File: config.mk
export PLATFORM = sky130hd
export DESIGN_NAME = rp_link_bringup
export DESIGN_NICKNAME = d
export VERILOG_FILES = /design/src/rtl/rp_link_pkg.sv /design/src/rtl/rp_init_rom.sv /design/src/rtl/rp_poll_timer.sv /design/src/rtl/rp_link_up_det.sv /design/src/rtl/rp_link_bringup.sv
export SDC_FILE = /design/constraint.sdc
export NUM_CORES = 1
export LEC_CHECK = 0
export CORE_MARGIN = 2
export CORE_UTILIZATION = 45
export CTS_CLUSTER_DIAMETER = 120
export DETAILED_ROUTE_END_ITERATION = 16
export HOLD_SLACK_MARGIN = 0.05
export PLACE_DENSITY = 0.8
export SYNTH_ARGS = -nofsm -noshare
export SYNTH_HDL_FRONTEND = slang
export SYNTH_SLANG_ARGS = --single-unit
File: constraint.sdc
create_clock -name clk_i -period 5.9 [get_ports clk_i]
set_input_delay 0.59 -clock clk_i [delete_from_list [all_inputs] [get_ports clk_i]]
set_output_delay 0.59 -clock clk_i [all_outputs]
set_load 0.01 [all_outputs]
File: src/rtl/rp_link_pkg.sv
package rp_link_pkg;
  localparam int unsigned WORD_W    = 32;
  localparam int unsigned NUM_STEPS = 8;
  localparam int unsigned STEP_W    = $clog2(NUM_STEPS);
  localparam logic [WORD_W-1:0] CMD_ENABLES = 32'h0000_0007;

  typedef enum logic [2:0] {
    ST_IDLE,
    ST_PROG,
    ST_SAMPLE,
    ST_WAIT,
    ST_ENABLE,
    ST_DONE,
    ST_FAIL
  } seq_state_e;
endpackage

File: src/rtl/rp_init_rom.sv
module rp_init_rom
  import rp_link_pkg::*;
#(
  parameter int unsigned ADDR_W       = 16,
  parameter int unsigned SPEED_SEL    = 1,
  parameter int unsigned LANE_SEL     = 0,
  parameter logic [ADDR_W-1:0] ADDR_MODE    = 16'h0100,
  parameter logic [ADDR_W-1:0] ADDR_CTRL0   = 16'h0200,
  parameter logic [ADDR_W-1:0] ADDR_CTRL2   = 16'h0208,
  parameter logic [ADDR_W-1:0] ADDR_LINKCTL = 16'h0050
) (
  input  logic [STEP_W-1:0] step_i,
  output logic [ADDR_W-1:0] addr_o,
  output logic [WORD_W-1:0] data_o
);
  localparam logic [WORD_W-1:0] C0_RC   = 32'h0000_0004;
  localparam logic [WORD_W-1:0] C0_SPD  = C0_RC | WORD_W'(SPEED_SEL & 3);
  localparam logic [WORD_W-1:0] C0_LANE = C0_SPD | (WORD_W'(LANE_SEL & 3) << 3);
  localparam logic [WORD_W-1:0] C0_TRN  = C0_LANE | 32'h0000_0040;
  localparam logic [WORD_W-1:0] C2_BASE = 32'h0000_0017;
  localparam logic [WORD_W-1:0] C2_MAP  = C2_BASE | 32'h0000_0040;
  localparam logic [WORD_W-1:0] LC_TRN  = 32'h0000_0020;

  always_comb begin
    unique case (step_i)
      3'd0:    begin addr_o = ADDR_MODE;    data_o = '0;      end
      3'd1:    begin addr_o = ADDR_CTRL0;   data_o = C0_RC;   end
      3'd2:    begin addr_o = ADDR_CTRL2;   data_o = C2_BASE; end
      3'd3:    begin addr_o = ADDR_CTRL0;   data_o = C0_SPD;  end
      3'd4:    begin addr_o = ADDR_CTRL0;   data_o = C0_LANE; end
      3'd5:    begin addr_o = ADDR_CTRL0;   data_o = C0_TRN;  end
      3'd6:    begin addr_o = ADDR_CTRL2;   data_o = C2_MAP;  end
      default: begin addr_o = ADDR_LINKCTL; data_o = LC_TRN;  end
    endcase
  end
endmodule

File: src/rtl/rp_poll_timer.sv
module rp_poll_timer #(
  parameter int unsigned POLL_CYCLES = 10_000_000,
  localparam int unsigned CNT_W = $clog2(POLL_CYCLES + 1)
) (
  input  logic clk_i,
  input  logic rst_ni,
  input  logic load_i,
  output logic expired_o
);
  logic [CNT_W-1:0] cnt_q;

  always_ff @(posedge clk_i or negedge rst_ni) begin
    if (!rst_ni)           cnt_q <= '0;
    else if (load_i)       cnt_q <= CNT_W'(POLL_CYCLES - 1);
    else if (cnt_q != '0)  cnt_q <= cnt_q - 1'b1;
  end

  assign expired_o = (cnt_q == '0);

  // an idle counter must not wrap
  a_r6_no_wrap: assert property (@(posedge clk_i) disable iff (!rst_ni)
    (expired_o && !load_i) |=> expired_o);
endmodule

File: src/rtl/rp_link_up_det.sv
module rp_link_up_det
  import rp_link_pkg::*;
#(
  parameter int unsigned FIELD_LSB = 24,
  parameter int unsigned FIELD_W   = 6,
  parameter int unsigned UP_CODE   = 'h10
) (
  input  logic [WORD_W-1:0] stat_i,
  output logic              up_o
);
  logic [FIELD_W-1:0] field;
  logic               unused_bits;

  assign field       = stat_i[FIELD_LSB +: FIELD_W];
  assign up_o        = (field >= FIELD_W'(UP_CODE));
  assign unused_bits = ^{stat_i[WORD_W-1:FIELD_LSB+FIELD_W], stat_i[FIELD_LSB-1:0]};
endmodule

File: src/rtl/rp_link_bringup.sv
module rp_link_bringup
  import rp_link_pkg::*;
#(
  parameter int unsigned ADDR_W      = 16,
  parameter int unsigned POLL_CYCLES = 10_000_000,
  parameter int unsigned MAX_TRIES   = 10,
  parameter int unsigned SPEED_SEL   = 1,
  parameter int unsigned LANE_SEL    = 0,
  parameter logic [ADDR_W-1:0] ADDR_MODE    = 16'h0100,
  parameter logic [ADDR_W-1:0] ADDR_CTRL0   = 16'h0200,
  parameter logic [ADDR_W-1:0] ADDR_CTRL2   = 16'h0208,
  parameter logic [ADDR_W-1:0] ADDR_LINKCTL = 16'h0050,
  parameter logic [ADDR_W-1:0] ADDR_CMD     = 16'h0004
) (
  input  logic              clk_i,
  input  logic              rst_ni,
  input  logic              start_i,
  input  logic [WORD_W-1:0] link_stat_i,
  output logic              wr_en_o,
  output logic [ADDR_W-1:0] wr_addr_o,
  output logic [WORD_W-1:0] wr_data_o,
  output logic              done_o,
  output logic              timeout_o
);
  localparam int unsigned TRY_W = $clog2(MAX_TRIES + 1);

  seq_state_e        state_q;
  logic [STEP_W-1:0] step_q;
  logic [TRY_W-1:0]  tries_q;
  logic              link_up, tmr_load, tmr_expired, can_start;
  logic [ADDR_W-1:0] rom_addr;
  logic [WORD_W-1:0] rom_data;

  rp_init_rom #(
    .ADDR_W(ADDR_W), .SPEED_SEL(SPEED_SEL), .LANE_SEL(LANE_SEL),
    .ADDR_MODE(ADDR_MODE), .ADDR_CTRL0(ADDR_CTRL0),
    .ADDR_CTRL2(ADDR_CTRL2), .ADDR_LINKCTL(ADDR_LINKCTL)
  ) rom_i (
    .step_i(step_q), .addr_o(rom_addr), .data_o(rom_data)
  );

  rp_link_up_det det_i (.stat_i(link_stat_i), .up_o(link_up));

  rp_poll_timer #(.POLL_CYCLES(POLL_CYCLES)) tmr_i (
    .clk_i(clk_i), .rst_ni(rst_ni), .load_i(tmr_load), .expired_o(tmr_expired)
  );

  assign can_start = (state_q == ST_IDLE) || (state_q == ST_DONE) || (state_q == ST_FAIL);
  assign tmr_load  = (state_q == ST_SAMPLE) && !link_up;

  always_ff @(posedge clk_i or negedge rst_ni) begin
    if (!rst_ni) begin
      state_q <= ST_IDLE;
      step_q  <= '0;
      tries_q <= '0;
    end else begin
      unique case (state_q)
        ST_IDLE, ST_DONE, ST_FAIL: begin
          if (start_i) begin
            state_q <= ST_PROG;
            step_q  <= '0;
            tries_q <= '0;
          end
        end
        ST_PROG: begin
          if (step_q == STEP_W'(NUM_STEPS - 1)) state_q <= ST_SAMPLE;
          step_q <= step_q + 1'b1;
        end
        ST_SAMPLE: begin
          if (link_up)                                state_q <= ST_ENABLE;
          else if (tries_q == TRY_W'(MAX_TRIES - 1))  state_q <= ST_FAIL;
          else begin
            state_q <= ST_WAIT;
            tries_q <= tries_q + 1'b1;
          end
        end
        ST_WAIT:   if (tmr_expired) state_q <= ST_SAMPLE;
        ST_ENABLE: state_q <= ST_DONE;
        default:   state_q <= ST_IDLE;
      endcase
    end
  end

  always_comb begin
    wr_en_o   = 1'b0;
    wr_addr_o = '0;
    wr_data_o = '0;
    if (state_q == ST_PROG) begin
      wr_en_o   = 1'b1;
      wr_addr_o = rom_addr;
      wr_data_o = rom_data;
    end else if (state_q == ST_ENABLE) begin
      wr_en_o   = 1'b1;
      wr_addr_o = ADDR_CMD;
      wr_data_o = CMD_ENABLES;
    end
  end

  assign done_o    = (state_q == ST_DONE);
  assign timeout_o = (state_q == ST_FAIL);

  // checker state: training enable seen in this run
  logic train_seen_q;
  always_ff @(posedge clk_i or negedge rst_ni) begin
    if (!rst_ni)                                   train_seen_q <= 1'b0;
    else if (can_start && start_i)                 train_seen_q <= 1'b0;
    else if (wr_en_o && wr_addr_o == ADDR_CTRL0 && wr_data_o[6]) train_seen_q <= 1'b1;
  end

  a_r4_train_after_enable: assert property (@(posedge clk_i) disable iff (!rst_ni)
    (wr_en_o && wr_addr_o == ADDR_LINKCTL) |-> train_seen_q);

  a_r7_cmd_then_done: assert property (@(posedge clk_i) disable iff (!rst_ni)
    (wr_en_o && wr_addr_o == ADDR_CMD) |=> done_o);

  a_r8_exclusive: assert property (@(posedge clk_i) disable iff (!rst_ni)
    !(done_o && timeout_o));

  a_r8_done_hold: assert property (@(posedge clk_i) disable iff (!rst_ni)
    (done_o && !start_i) |=> done_o);

  a_r8_timeout_hold: assert property (@(posedge clk_i) disable iff (!rst_ni)
    (timeout_o && !start_i) |=> timeout_o);

  a_r9_busy_ignore: assert property (@(posedge clk_i) disable iff (!rst_ni)
    ((state_q == ST_SAMPLE || state_q == ST_WAIT) && start_i) |=> (state_q != ST_PROG));

  a_r10_no_cmd_on_fail: assert property (@(posedge clk_i) disable iff (!rst_ni)
    timeout_o |-> !(wr_en_o && wr_addr_o == ADDR_CMD));

  a_r6_tries_bound: assert property (@(posedge clk_i) disable iff (!rst_ni)
    tries_q < TRY_W'(MAX_TRIES));
endmodule

# Word-level counts from Yosys, hierarchy flattened
# Index checks and enable logic that the tools add are counted.
# word_totals
regBits	34
inputBits	35
output_inout_bits	51
word_cells	65
# op_classes
n_addsub	3
order_cmp	1
n_eq_ne	19
n_mux	22
n_reduce_logical	16
# ops
op	count
$mux 24	2
$pmux 7 s6	1
$mux 32	1
$pmux 10 s3	1
$logic_not 24->1	1
$mux 3	8
$reduce_bool 24->1	1
$sub 24x1->24 const B	1
$eq 3x3->1 const B	7
$mux 16	1
$pmux 3 s5	1
$eq 3x2->1 const B	4
$mux 4	3
$ne 2x2->1 const B	5
$pmux 4 s2	1
$eq 3x1->1 const B	2
$ge 6x5->1 const B	1
$logic_not 3->1	2
$pmux 3 s2	1
$reduce_bool 2->1	3
$add 4x1->4 const B	1
$eq 4x4->1 const B	1
$reduce_and 4->1	1
$reduce_or 2->1	2
8 further kinds	9

# Depth between registers and ports, before layout
# depth
word_depth	4
ltp_mapped	8
mapped_depth_nobuf	7

# By module
# From an unflattened synthesis, not the netlist that was laid out.
# unflattened
cells_unflattened	320
hier_area_um2	2741.4
# by_module_without_submodules
module	n_inst	cells_per_inst	area_each_um2	seq_area_each_um2
rp_poll_timer	1	134	1332.5	600.6
rp_link_bringup	1	134	1029.7	250.2
rp_init_rom	1	51	372.9	0.0
rp_link_up_det	1	1	6.3	0.0

# Least setup slack after synthesis
# No wires, ideal clock.
# synth_path
path_kind	register -> output
startpoint	reg state_q[2]
endpoint	out wr_addr_o[6]
t_arrival_ps	1718
required_time_ps	5310
setup_slack_ps	3592
stages_incl_launch_ff	6
n_path_buf	3
path_cell_list	dfrtp_1 -> clkbuf_1 -> or3b_2 -> clkbuf_1 -> nor3_1 -> buf_4
# synth_between
elab_chain_cells	2
# synth_lines
item	line	rtl
from (decl)	rp_link_bringup.sv:27	seq_state_e state_q;
from (signal assigned)	rp_link_bringup.sv:53	state_q <= ST_IDLE;
from (signal assigned)	rp_link_bringup.sv:60	state_q <= ST_PROG;
from (signal assigned)	rp_link_bringup.sv:66	if (step_q == STEP_W'(NUM_STEPS - 1)) state_q <= ST_SAMPLE;
$eq 3x1->1	rp_link_bringup.sv:88	if (state_q == ST_PROG) begin
$mux 16	rp_link_bringup.sv:88	
to (decl)	rp_link_bringup.sv:20	output logic [ADDR_W-1:0] wr_addr_o,
# Every way passes these cells.

# Worst setup path after layout
# layout_path
startpoint	reg state_q[0]
endpoint	out wr_data_o[1]
# layout_between
elab_chain_cells	3
elab_cells_between_ends	4
classes_between	eq/ne (2); mux (2)
# layout_lines
item	line	rtl
$eq 3x3->1	rp_link_bringup.sv:92	end else if (state_q == ST_ENABLE) begin
$mux 3	rp_link_bringup.sv:92	
$mux 32 (*)	rp_link_bringup.sv:88	
to (decl)	rp_link_bringup.sv:21	output logic [WORD_W-1:0] wr_data_o,
# Every way passes the cells marked *; elsewhere a longest branch is shown, timed or not.

==> impl_metrics.tcl <==
set metrics [dict create \
    status "finished clean" \
    layout.cells.non_filler 370 \
    avgSynthCellArea_um2 8.60 \
    synth_cell_types 52 \
    cts_resized 0 \
    regToRegSetupSlack_ps 3200 \
    drt_iter0_drc 81 \
    ys_async_sr_fraction_pct 100 \
    maxSlewViolCount 0 \
    max_stage_delay_ps 780 \
    final_cell_mix "36 x conb_1, 34 x dfrtp_1, 28 x nor2_1" \
    whs_ps 556 \
    yosysTopAreaCell "dfrtp_1" \
    finalSetupTns_ps 0 \
    design.core.area_um2 5170 \
    die_area_um2 6030 \
    ys_ff_latch 34 \
    grt_max_degree 35 \
    grt_pass1_wl_mm 8.33 \
    cts_tree "done" \
    viasPerCell 5.14 \
    r2r_start "tmr_i.cnt_q[0]$_DFFE_PN0P_" \
    worst_skew_pair.late_latency_ps 290 \
    max_cap_violations 0 \
    cts.sinks 34 \
    path_clk_slew_ps 70 \
    syn_inst 284 \
    fin_skew_ps 11.5 \
    final_common_cell "conb_1" \
    p_per_area_nw_per_um2 436 \
    setup_violations 0 \
    path_max_fanout 15 \
    worstPathRequired_ps 5310 \
    drc_errors 0 \
    dpl.cell_count 362 \
    htreeDepth 2 \
    fin_crit_sh_pct 52.7 \
    firstDrtPassIters 4 \
    drive_gt1_share_pct 6.67 \
    synth-edff-count 0 \
    cts_inserted_buffers 5 \
    grt.total_usage_pct 16.9 \
    io_buffers 19 \
    arrival_ps 2520 \
    ys.flop_type "dfrtp_1" \
    ctsHoldBuffers 0 \
    die_w_um 77.7 \
    hold_class "reg -> reg" \
    pre_cts_ws_ps 3130 \
    dpl.hpwl_mm 3.37 \
    pin_count 86 \
    syn2layout_area_growth_pct 9.53 \
    startpoint "state_q[0]$_DFFE_PN0P_" \
    wl_mm 4.79 \
    nets 344 \
    start_util_pct 47.2 \
    cts_root_buffer "clkbuf_8" \
    dieHeight_um 77.7 \
    synthTopCellsByArea "dfrtp_1 35%, buf_4 12%, ha_1 5.1%, xnor2_1 5.0%, nor2_1 4.3%" \
    max-slew-margin-rel_pct 32.3 \
    grt_pass1_vias 1776 \
    fmax_ghz 0.321 \
    synth_top_cell_area_share_pct 34.8 \
    num_vias 1903 \
    synth_area_um2 2440 \
    r2r-end "tmr_i.cnt_q[8]$_DFFE_PN0P_" \
    crit_type "reg -> out" \
    rsz0062_at_grt "no" \
    path_cells "nor3b_1, and2_1, or2_2, clkdlybuf4s50_1" \
    hold_violations 0 \
    antennaDiodeCount 0 \
    min_delay_path_depth 2 \
    postRouteAntennaNets 0 \
    rows 26 \
    cp-end-kind "primary output" \
    ir_worst_vdd_mv 0.286 \
    period_minus_slack_ps 3110 \
    ff2ff_path_depth 7 \
    gr-total-overflow 0 \
    multi_input_comb_area_um2 1360 \
    fillCellCount 482 \
    endpoint "wr_data_o[1]" \
    clk_path_buf_depth 2 \
    cts_setup_buffers 0 \
    yosysWarnings 0 \
    grt_antenna_before_repair 0 \
    register_area_um2 851 \
    worstMarginPinSlew_ps 1010 \
    wire_per_inst_um 13.0 \
    ys_seq_area_share_pct 34.8 \
    setup_ws_ps 2790 \
    gp_congestion 0.816 \
    p_leak_nw 1.11 \
    slowest_stage "nor3b_1" \
    crit_path_start_kind "register" \
]
==> sequential cells by signal, summed over array words and instances, names as in the netlist <==
register	cells
state_q	3
tries_q	4
step_q	3
tmr_i.cnt_q	24
==> through the flow <==
stage               power, mW  utilization, %  area [um2]
floorplan               0.719               -        2570
global placement        0.876            49.0        2530
detailed placement      0.892            49.0        2530
CTS                      1.17            51.7        2680
global route             1.26            51.7        2680
finish                   1.17            51.7        2680
==> layout make-up <==
| type | count | area share, % |
|---|---|---|
| multi-input combinational | 228 | 50.8 |
| sequential | 34 | 31.8 |
| timing repair buffer | 20 | 7.39 |
| tap | 70 | 3.27 |
| clock buffer | 6 | 3.09 |
| clock inverter | 2 | 2.25 |
| inverter | 10 | 1.40 |
==> how the worst min path moves through the flow <==
| stage | from | end |
|---|---|---|
| after detailed placement | tmr_i.cnt_q[5]$_DFFE_PN0P_ | tmr_i.cnt_q[5]$_DFFE_PN0P_ |
| final | tmr_i.cnt_q[8]$_DFFE_PN0P_ | tmr_i.cnt_q[8]$_DFFE_PN0P_ |
| after floorplan | rst_ni | state_q[0]$_DFFE_PN0P_ |
| after global routing | tmr_i.cnt_q[8]$_DFFE_PN0P_ | tmr_i.cnt_q[8]$_DFFE_PN0P_ |
| after CTS | tmr_i.cnt_q[8]$_DFFE_PN0P_ | tmr_i.cnt_q[8]$_DFFE_PN0P_ |
| after global placement | tries_q[3]$_DFFE_PN0P_ | tries_q[3]$_DFFE_PN0P_ |
==> where the power goes <==
part / switching [mW] / internal (mW) / leakage [nW]
clock: 0.0890 / 0.180 / 0.0714
combinational: 0.252 / 0.255 / 0.645
sequential: 0.0949 / 0.294 / 0.397
==> cell usage after synthesis (all sizes together), types with 2 or more instances <==
library cell	count
or4	2
a21oi	11
nor4	6
buf	40
nand2	27
nor2	28
a21o	2
nand4b	2
and2	6
dfrtp	34
xor2	2
nand4	5
or3b	3
xnor2	14
and3	3
or4b	2
clkbuf	7
nand3	9
o211ai	3
ha	10
inv	10
o21ai	12
a211oi	3
nand3b	4
nor3b	3
nand2b	4
o31ai	4
or3	2
or2	2
a2111oi	2
nor3	9
==> kinds of logic after synthesis <==
kind of cell / count (synthesis) / synth area share, %
buffers and inverters: 57 / 14.9
adders and majority gates: 10 / 5.12
xor gates and xnor gates: 16 / 5.74
AOI/OAI and AO/OA: 44 / 11.3
muxes: 1 / 0.410
and+or+nand+nor: 121 / 27.5
DFF: 34 / 34.8
other: 1 / 0.154
==> critical path: cells and delay by family (launching register included) <==
family	cells	cell delay (ps)
buf+inv	1	530
flops	1	570
simple gates	3	1140
==> routing by layer <==
metal  share of wire (%)  GRT usage (%)
met5                   0              0
met4                 1.6           5.89
met3                 5.6           3.72
met2                  45           25.4
met1                  48           23.8
No activity file was read; power rests on OpenSTA's default activity.
